--- src/rtl/irq_flag_agg.sv ---
module irq_flag_agg #(
  parameter int N_EVT = 4
) (
  input  logic             clk,
  input  logic             rst_n,
  input  logic [N_EVT-1:0] evt_i,
  input  logic             wr_en,
  input  logic             wr_sel,
  input  logic [7:0]       wr_data,
  input  logic             rd_sel,
  output logic [7:0]       rd_data,
  output logic             irq_o
);
  logic [N_EVT-1:0] evt_q, flag_q, en_q, rise;

  assign rise = evt_i & ~evt_q;

  always_ff @(posedge clk or negedge rst_n) begin
    if (!rst_n) begin
      evt_q  <= '0;
      flag_q <= '0;
      en_q   <= '0;
    end else begin
      evt_q <= evt_i;
      if (wr_en && !wr_sel) flag_q <= (flag_q & wr_data[N_EVT-1:0]) | rise;
      else                  flag_q <= flag_q | rise;
      if (wr_en && wr_sel)  en_q   <= wr_data[N_EVT-1:0];
    end
  end

  assign rd_data = 8'(rd_sel ? en_q : flag_q);
  assign irq_o   = |(flag_q & en_q);
endmodule


--- config.mk ---
export PLATFORM = sky130hd
export DESIGN_NAME = irq_flag_agg
export DESIGN_NICKNAME = d
export VERILOG_FILES = /design/src/rtl/irq_flag_agg.sv
export SDC_FILE = /design/constraint.sdc
export NUM_CORES = 1
export LEC_CHECK = 0
export ABC_CLOCK_PERIOD_IN_PS = 800
export BUFFER_PORTS_ARGS = -buffer_cell sky130_fd_sc_hd__buf_4
export CAP_MARGIN = 15
export CORE_AREA = 2 2 39 41
export DETAILED_ROUTE_END_ITERATION = 7
export DIE_AREA = 0 0 41 43
export PLACE_DENSITY = 0.67
export SYNTH_ARGS = -nofsm -noshare
export SYNTH_HDL_FRONTEND = slang
export SYNTH_SLANG_ARGS = --single-unit
--- constraint.sdc ---
create_clock -name clk -period 0.8 [get_ports clk]
set_input_delay 0.08 -clock clk [delete_from_list [all_inputs] [get_ports clk]]
set_output_delay 0.08 -clock clk [all_outputs]
set_load 0.01 [all_outputs]
* Word-level counts from Yosys, hierarchy flattened
Index checks and enable logic that the tools add are counted.
Word-level totals: register bits after elaboration 12, bits in latches 0, memory bits (writable) 0, memory bits (read-only) 0, output and inout port bits 9, logic and storage cells 15, memories 0
Operators by class: add/sub/neg operators 0, multiply operators 0, divide/modulo/power cells 0, magnitude comparators 0, eq/ne operators 0, shift-type cells 0, muxes and demuxes 2, bitwise gates (word level) 6, reductions and logical operators 4
Operators with widths (count):
- $and 4x4->4 | 3
- $mux 4 | 2
- $or 4x4->4 | 2
- $not 4->4 | 1
- $reduce_or 4->1 | 1
- $logic_and 1x1->1 | 2
- $logic_not 1->1 | 1

* Logic depth before layout (Yosys ltp)
Gate-level depths: netlist (run 1).
word-level depth 4, mapped depth 2

* Worst setup path after synthesis (run 1)
No wires, ideal clock.
kind reg2reg, start register en_q[0] (netlist name), end register en_q[0], library setup time 0.125 ns, arrival time 0.611 ns, required time 0.675 ns, setup slack 0.065 ns, stages on the path, launching flop included 2, buffers on the path 0, period minus slack after synthesis 0.735 ns, cell sequence dfrtp_1 > mux2_2
RTL lines:
- end signal, assigned | RTL line 27 | if (wr_en && wr_sel) en_q <= wr_data[N_EVT-1:0];
- end, declared | RTL line 14 | logic [N_EVT-1:0] evt_q, flag_q, en_q, rise;

* Final worst setup path (run 1)
start register flag_q[3], end output irq_o
On the way: longest elaborated chain between the ends 2
Ends and longest elaborated chain:
- start, declared | RTL line 14
- start signal, assigned | RTL line 25 | if (wr_en && !wr_sel) flag_q <= (flag_q & wr_data[N_EVT-1:0]) | rise;
- start signal, assigned | RTL line 26 | else flag_q <= flag_q | rise;
- $and 4x4->4 | RTL line 32 | assign irq_o = |(flag_q & en_q);
- $reduce_or 4->1 | RTL line 32
- end, declared | RTL line 12 | output logic irq_o
Every way passes these cells.

==> results of run 1 <==
-- power groups by stage --
stage	clock network (mW)	logic, mW	registers [mW]
2_1_floorplan	0	0.146	0.708
3_3_place_gp	0	0.271	0.718
3_5_place_dp	0	0.274	0.719
4_1_cts	0.363	0.317	0.711
5_1_grt	0.386	0.366	0.722
6_report	0.350	0.333	0.716
-- final timing paths --
path / end / depth (start not counted) / slack (ps)
setup / recovery: irq_o / 3 / -340
hold / removal: en_q[2]$_DFFE_PN0P_ / 2 / 60
setup reg to reg: en_q[3]$_DFFE_PN0P_ / 1 / 20
hold reg to reg: flag_q[1]$_DFF_PN0_ / 1 / 430
max in group asynchronous: evt_q[0]$_DFF_PN0_ / 2 / 460
min in group asynchronous: en_q[3]$_DFFE_PN0P_ / 2 / 190
-- layer usage --
layer  global-route usage [%]  up-vias
met5                        0        -
met4                     8.00        0
met3                     1.57        4
met2                     18.8       16
met1                     20.8      220
li1                         -      211
-- sequential cells by signal, indices dropped and copies added, names as in the netlist --
| signal | cells |
|---|---|
| en_q | 4 |
| evt_q | 4 |
| flag_q | 4 |
-- final cells by class --
cell class,instances,area [µm²]
clock buffer,3,22.5
fill,134,619
inverter,8,30.0
multi-input combinational,28,195
sequential,12,300
tap,16,20.0
timing repair buffer,24,196
-- cells in the mapped netlist (all sizes together) --
library cell | count | area (µm²)
dfrtp | 12 | 300
inv | 8 | 30.0
nand2 | 6 | 25.0
buf | 4 | 30.0
mux2 | 4 | 45.0
nor3b | 4 | 30.0
o21ai | 4 | 20.0
o22ai | 4 | 25.0
a22oi | 2 | 15.0
conb | 1 | 3.75
-- metrics by stage --
stage | worst slack [ps] | std cells
2_1_floorplan | 64.5 | 52
3_3_place_gp | -63.4 | 82
3_5_place_dp | -83.3 | 82
4_1_cts | -344 | 91
5_1_grt | -392 | 91
6_report | -345 | 91
-- repair_timing --
action	4_1_cts	5_1_grt
pin swaps	4	2
hold buffers	5	0
setup buffers	1	0
endpoints found under the setup margin	5	7
resized for setup	6	7
endpoints found under the hold margin	16	0
-- kinds of logic (layout without fill, tap and decap cells) --
| family | after synthesis | count (layout) | share of synthesized area [%] |
|---|---|---|---|
| compound gates | 10 | 10 | 11.5 |
| simple gates | 10 | 10 | 10.5 |
| other cells | 1 | 4 | 0.715 |
| buf+inv | 12 | 35 | 11.5 |
| flops | 12 | 12 | 57.3 |
| mux | 4 | 4 | 8.59 |
==> results.md, run 1 <==
- Post-DP Area: 661 µm²
- Clk_skew: 0.0569 ps
- Clock Latency Late Sink: 260 ps
- Initial DRC Count: 9
- Setup Viol. Count Final: 5
- CP max FO: 2
- Synthesized flop and latch total: 12
- Total of warnings raised by yosys: 0
- RSZ-0062 raised after global routing: yes
- Fin. max-slew vios: 0
- Fmax: 0.874 GHz
- CTS tree: yes
- Net switching power: 0.363 mW
- CP max-delay cell: dfrtp_1
- Cell family contributing the most delay on the critical path: flip-flops
- Nets@finish: 94
- Antenna diode count: 0
- Vias per cell: 4.96
- Failing checks: setup timing
- Die ar.: 0.00176 mm²
- Chip width: 41 µm
- IO Pins: 26
- Switching part of the total: 26.0%
- GRT overflow: 0
- Post-Synthesis Cell Area: 524 µm²
- Cells after Synth: 49
- Sequential share of the synthesized area: 57.3%
- Highest routed layer: met4
- Pin count of the biggest net entering global routing: 13
- Pleak: 0.381 nW
- Most common cell after layout, fill and taps aside: buf_4
- Worst VDD drop: 1.03 mV
- Yosys cell types: 11
- Number of max-cap violations: 0
- Clock power frac: 25.0%
- Final core utilization: 55.2%
- Initial antenna violation count: 0
- DR WL met3: 54 µm
- Routed length per instance: 10.7 µm
- H-tree Lvls: 1
- Share of post-route cells with drive strength above 1: 45.3%
- Post-Route WL: 973 µm
- Wire length on met2: 518 µm
- Met1 WL: 385 µm
- Crit path DAT: 1060 ps
- Hold Startpoint: wr_data[2]
- Cts bufs inserted: 3
- Max incr delay on CP: 400 ps
- Final period util: 143%
- Power share of the sequential group: 51.2%
- Worst Path Required: 720 ps
- Hold Path Class: input pin to flop
- FP Rows: 14
- Cell Int Power: 1.04 mW
- CP endpoint kind: output pin
- First-pass GRT wire length: 1660 µm
- Reg clk slew, reported paths: 70 ps
- Area Growth Syn to Fin: 45.8%
- Antenna viol nets, final: 0
- Chip height: 43 µm
- CP Class: flop to output pin
- Total power: 1.40 mW
- Final Instance Area: 764 µm²
- Number of port buffers: 17
- CTS max path bufs: 2
- CP Buf/Inv Count: 1
- Drt drc: 0
- Vias in the first global route: 393
- Power per cell area: 1830 mW/mm²
- Setup TNS: -1180 ps
- RR Startpoint: en_q[3]$_DFFE_PN0P_
- Total number of vias: 451
- Fin crit period: 1140 ps
- Critical path origin: flag_q[3]$_DFF_PN0_
- Combinational power share: 23.8%
- Root buf cell: clkbuf_4
- Gpl congestion: 0.716
- Most frequent cells in the layout: 18 x buf_4, 12 x dfrtp_1, 5 x inv_1, 5 x nand2_1, 5 x dlygate4sd3_1
- Clock sinks: 12
- Starting Density: 37.9%
- CORE AREA: 0.00138 mm²
- Detailed Routing Iterations Pass 1: 4
- Run status: finished with violations
- CP Launch Type: flop
- Dpl hpwl: 732 µm
- Avg Cell Area, Syn: 10.7 µm²
- Final worst slack: -345 ps
- Endpoints failing hold: 0
- GRT Resource Usage Total: 13.9%
- Worst-path cell chain: a22oi_2 -> nand2_1 -> buf_6
- Final hold slack: 56.9 ps
Note: power is estimated with default switching activity, not from simulation.
==> inputs of run 2 (changes only) <==
--- a/config.mk
+++ b/config.mk
@@ -8,10 +8,12 @@
 export ABC_CLOCK_PERIOD_IN_PS = 800
 export BUFFER_PORTS_ARGS = -buffer_cell sky130_fd_sc_hd__buf_4
 export CAP_MARGIN = 15
-export CORE_AREA = 2 2 39 41
+export CELL_PAD_IN_SITES_DETAIL_PLACEMENT = 2
+export CELL_PAD_IN_SITES_GLOBAL_PLACEMENT = 2
+export CORE_ASPECT_RATIO = 0.75
+export CORE_UTILIZATION = 24
 export DETAILED_ROUTE_END_ITERATION = 7
-export DIE_AREA = 0 0 41 43
-export PLACE_DENSITY = 0.67
+export PLACE_DENSITY = 0.7
 export SYNTH_ARGS = -nofsm -noshare
 export SYNTH_HDL_FRONTEND = slang
 export SYNTH_SLANG_ARGS = --single-unit
==> run 2 against run 1 <==
Compared with the run above: the flow still finishes with violations (setup timing); clock skew grew 3.5 ps; clock power is 47% higher; sequential cell count unchanged; core utilization is 14 points lower; sequential share of layout area is 3.2 points lower; wire length is 50% higher; final cell count rose by 14%; final area increased by 8.8%; via count grew 3.1%; count of clock-buffer cells in the layout increased by 1; non-clock buffer count grew 4; critical path depth unchanged; critical path type unchanged; largest cell class unchanged; largest power group unchanged; highest routed layer unchanged.
==> results.md, run 2 (same netlist as run 1, synthesis figures left out) <==
- Met2 Track Usage GR: 22.4%
- Crit path DAT: 1110 ps
- Total number of vias: 465
- CTS tree: yes
- Fmax: 0.838 GHz
- Worst VDD drop: 1.11 mV
- Clock sinks: 12
- Nets@finish: 98
- Vias per cell: 4.47
- DP Worst Slack: -81.8 ps
- Setup Viol. Count Final: 8
- Antenna diode count: 0
- First-pass GRT wire length: 2400 µm
- Hold Crit Endpoint: en_q[1]$_DFFE_PN0P_
- Post-Route WL: 1460 µm
- H-tree Lvls: 1
- Drt drc: 0
- Largest regs: en_q (4), evt_q (4), flag_q (4)
- Die ar.: 0.00238 mm²
- Number of port buffers: 17
- Hold Startpoint: wr_data[1]
- CP Class: flop to output pin
- GRT Resource Usage Total: 14.4%
- Worst Path Required: 720 ps
- Cell Count, Final, Fillers Out: 104
- Clock Latency Late Sink: 290 ps
- Cell Int Power: 1.18 mW
- Share of post-route cells with drive strength above 1: 50.0%
- Net switching power: 0.451 mW
- Met3 Use GR: 5.56%
- Cts bufs inserted: 3
- Final Instance Area: 832 µm²
- Initial antenna violation count: 0
- Combinational power share: 24.5%
- Area Growth Syn to Fin: 58.7%
- Root buf cell: clkbuf_4
- IO Pins: 26
- Final period util: 149%
- Hold Path Class: input pin to flop
- Detailed Routing Iterations Pass 1: 4
- Fin crit period: 1190 ps
- Post-DP Area: 671 µm²
- Endpoints failing hold: 0
- Failing checks: setup timing
- Switching part of the total: 27.6%
- Gpl congestion: 0.716
- CP endpoint kind: output pin
- Pleak: 0.417 nW
- CP max FO: 2
- Reg clk slew, reported paths: 80 ps
- Global Route met1 Usage: 17.3%
- Placed Instances: 90
- Antenna viol nets, final: 0
- R2r setup slk: -90 ps
- Initial DRC Count: 7
- Chip height: 42.5 µm
- FP Rows: 14
- CORE AREA: 0.00203 mm²
- Vias in the first global route: 512
- Routed length per instance: 14.0 µm
- Pin count of the biggest net entering global routing: 13
- Most frequent cells in the layout: 21 x buf_4, 12 x dfrtp_1, 5 x nand2_1, 5 x inv_1, 5 x dlygate4sd3_1
- Hold Crit Depth: 2
- RR Startpoint: en_q[3]$_DFFE_PN0P_
- CP Launch Type: flop
- Chip width: 56.0 µm
- Final core utilization: 40.9%
- Clk_skew: 3.54 ps
- CTS max path bufs: 2
- Power share of the sequential group: 43.9%
- Worst r2r path cells: 2
- Number of max-cap violations: 0
- Total power: 1.63 mW
- Power per cell area: 1960 mW/mm²
- R2R Path End: en_q[3]$_DFFE_PN0P_
- Most common cell after layout, fill and taps aside: buf_4
- Final hold slack: 27.7 ps
- Fin. max-slew vios: 0
- Setup TNS: -1870 ps
- GRT overflow: 0
- Run status: finished with violations
- Clock power frac: 31.6%
- Final worst slack: -393 ps
- RSZ-0062 raised after global routing: yes
- Starting Density: 25.8%
- GRT Max-Usage Layer: met2
- Dpl hpwl: 927 µm
## run 2: cell count changes in the layout (fill, tap and decap cells not counted)
cell and delta:
o22ai_1 -1, clkbuf_8 +1, mux2_4 +1, buf_4 +3
o22ai_2 +1, mux2_2 -1, buf_6 +1
## run 2: worst max-delay path by stage
stage,start,to,cells past startpoint
global route,flag_q[0]$_DFF_PN0_,irq_o,3
CTS,flag_q[0]$_DFF_PN0_,irq_o,3
floorplan,en_q[0]$_DFFE_PN0P_,en_q[0]$_DFFE_PN0P_,1
detailed placement,en_q[3]$_DFFE_PN0P_,irq_o,3
global placement,en_q[3]$_DFFE_PN0P_,irq_o,3
finish,flag_q[0]$_DFF_PN0_,irq_o,3
## run 2: what timing repair did
action                                  4_1_cts  5_1_grt
gates resized for setup                       6       10
hold endpoints to repair                     16        0
endpoints found under the setup margin        5        8
pin swaps                                     3        2
buffers inserted                              2        3
hold buffers                                  5        0
## run 2: per-layer routing
metal	vias to the layer above	wire length, µm	share of wire [%]
li1	216	-	-
met1	227	628	43
met2	18	719	49
met3	4	83	5.7
met4	0	29	2.0
met5	-	0	0
## run 2: critical path: stages (launching register included)
cell	delay, ps
dfrtp_1	390
a22oi_1	190
nand2_1	100
buf_6	130
## run 2: cell type report
class / instances / area (µm²)
clock buffers: 4 / 36.3
fillers: 222 / 1200
inverters: 8 / 30.0
multi-input cells: 28 / 205
flip-flops and latches: 12 / 300
well taps: 24 / 30.0
repair buffers: 28 / 230
## run 2: power groups by stage
stage	sequential, mW	combinational (mW)	clock (mW)
after CTS	0.708	0.338	0.511
after detailed placement	0.722	0.284	0
final	0.717	0.400	0.515
after global routing	0.726	0.440	0.571
after global placement	0.718	0.276	0
after floorplan	0.708	0.146	0
==> inputs of run 3 (changes only) <==
--- a/config.mk
+++ b/config.mk
@@ -11,9 +11,10 @@
 export CELL_PAD_IN_SITES_DETAIL_PLACEMENT = 2
 export CELL_PAD_IN_SITES_GLOBAL_PLACEMENT = 2
 export CORE_ASPECT_RATIO = 0.75
-export CORE_UTILIZATION = 24
+export CORE_UTILIZATION = 26
+export CTS_BUF_LIST = sky130_fd_sc_hd__clkbuf_4 sky130_fd_sc_hd__clkbuf_8
 export DETAILED_ROUTE_END_ITERATION = 7
-export PLACE_DENSITY = 0.7
+export PLACE_DENSITY = 0.75
 export SYNTH_ARGS = -nofsm -noshare
 export SYNTH_HDL_FRONTEND = slang
 export SYNTH_SLANG_ARGS = --single-unit
==> run 3 against run 2 <==
Compared with the run above: the flow still finishes with violations (setup timing); final area shrank 5.7%; clock power decreased by 29%; critical path depth stayed put; register-to-register slack better by 70 ps; count of clock-buffer cells in the layout shrank 1; critical path type unchanged.
==> results.md, run 3 (same netlist as run 1, synthesis figures left out) <==
- Cell family contributing the most delay on the critical path: flip-flops
- Root buf cell: clkbuf_4
- Share of post-route cells with drive strength above 1: 46.7%
- CP Launch Type: flop
- Global Route met1 Usage: 18.4%
- CORE AREA: 0.00181 mm²
- Failing checks: setup timing
- Number of port buffers: 17
- Clock sinks: 12
- Final Instance Area: 785 µm²
- Hold Path Class: input pin to flop
- Reg clk slew, reported paths: 70 ps
- Most common cell after layout, fill and taps aside: buf_4
- Vias per cell: 4.54
- Setup Viol. Count Final: 7
- Final worst slack: -353 ps
- Setup TNS: -1360 ps
- Drt drc: 0
- CP Class: flop to output pin
- CP max FO: 3
- Routed length per instance: 16.4 µm
- Pin count of the biggest net entering global routing: 13
- Most frequent cells in the layout: 18 x buf_4, 12 x dfrtp_1, 6 x inv_1, 5 x dlygate4sd3_1
- Max incr delay on CP: 410 ps
- RSZ-0062 raised after global routing: yes
- Nets@finish: 94
- Cts bufs inserted: 3
- Run status: finished with violations
- Starting Density: 29.0%
- Antenna diode count: 0
- Met3 Use GR: 4.81%
- IO Pins: 26
- Post-DP Area: 668 µm²
- CP endpoint kind: output pin
- Chip width: 53.9 µm
- Final period util: 144%
- Chip height: 40.9 µm
- Largest regs: en_q (4), evt_q (4), flag_q (4)
- Detailed Routing Iterations Pass 1: 4
- Met2 Track Usage GR: 29.3%
- First-pass GRT wire length: 2300 µm
- Total number of vias: 440
- Worst-path cell chain: a22oi_1 -> nand2_1 -> buf_6
- CP Buf/Inv Count: 1
- Fin. max-slew vios: 0
- Pleak: 0.392 nW
- GRT Resource Usage Total: 16.5%
- GRT Max-Usage Layer: met2
- Initial antenna violation count: 0
- Clock Latency Late Sink: 270 ps
- Number of max-cap violations: 0
- Dpl hpwl: 1120 µm
- GRT overflow: 0
- Worst VDD drop: 0.853 mV
- H-tree Lvls: 1
- CTS max path bufs: 2
- CP max-delay cell: dfrtp_1
- Antenna viol nets, final: 0
- Vias in the first global route: 477
- Area Growth Syn to Fin: 49.6%
- Fin crit period: 1150 ps
- Clk_skew: 0.175 ps
- Post-Route WL: 1590 µm
- Gpl congestion: 0.683
- FP Rows: 13
- CTS tree: yes
- Endpoints failing hold: 0
- Total power: 1.45 mW
- Power per cell area: 1840 mW/mm²
- Initial DRC Count: 3
- Die ar.: 0.00220 mm²
- Worst Path Required: 720 ps
- Filler Cell Count: 194
- Crit path DAT: 1070 ps
- Fmax: 0.867 GHz
==> run 3: final timing paths <==
kind | slack, ps | start | end | cells past startpoint
min in group asynchronous | 210 | rst_n | en_q[3]$_DFFE_PN0P_ | 2
worst max register to register | -20 | en_q[0]$_DFFE_PN0P_ | en_q[0]$_DFFE_PN0P_ | 1
worst min-delay path | 50 | wr_data[2] | en_q[2]$_DFFE_PN0P_ | 2
worst max-delay path | -350 | en_q[3]$_DFFE_PN0P_ | irq_o | 3
max in group asynchronous | 440 | rst_n | flag_q[2]$_DFF_PN0_ | 2
worst min register to register | 440 | evt_q[2]$_DFF_PN0_ | flag_q[2]$_DFF_PN0_ | 1
==> run 3: repair_timing <==
item,CTS,global route
setup endpoints to repair,6,8
endpoints found under the hold margin,16,0
pin swaps,7,1
buffers inserted,0,1
gates resized for setup,8,7
hold buffers,5,0
==> run 3: through the flow <==
stage               setup WS, ps  std cells  hold WS (ps)  util, %
floorplan                   64.5         52          -216        -
global placement           -78.8         88         -72.0     37.0
detailed placement         -77.8         88         -69.4     37.0
CTS                         -367         96          48.0     41.6
global route                -388         97          38.0     43.5
finish                      -353         97          47.2     43.5
==> run 3: power breakdown <==
group / switching, mW / internal (mW) / total, mW
registers: 0.0561 / 0.670 / 0.726
clock network: 0.190 / 0.175 / 0.365
logic: 0.157 / 0.200 / 0.356
==> run 3: layout make-up <==
type                            count  area [µm²]  share of cell area, %
Tap cell                           22        27.5                   3.51
Multi-Input combinational cell     28         208                   26.5
Clock buffer                        3        22.5                   2.87
Timing Repair Buffer               24         196                   25.0
Inverter                            8        30.0                   3.83
Sequential cell                    12         300                   38.3
==> run 3: metal layers <==
layer | up-vias | part of all wire, % | routed length, µm
met4 | 0 | 1.9 | 30
met1 | 213 | 39 | 620
li1 | 210 | - | -
met2 | 13 | 55 | 875
met3 | 4 | 4.1 | 66
met5 | - | 0 | 0
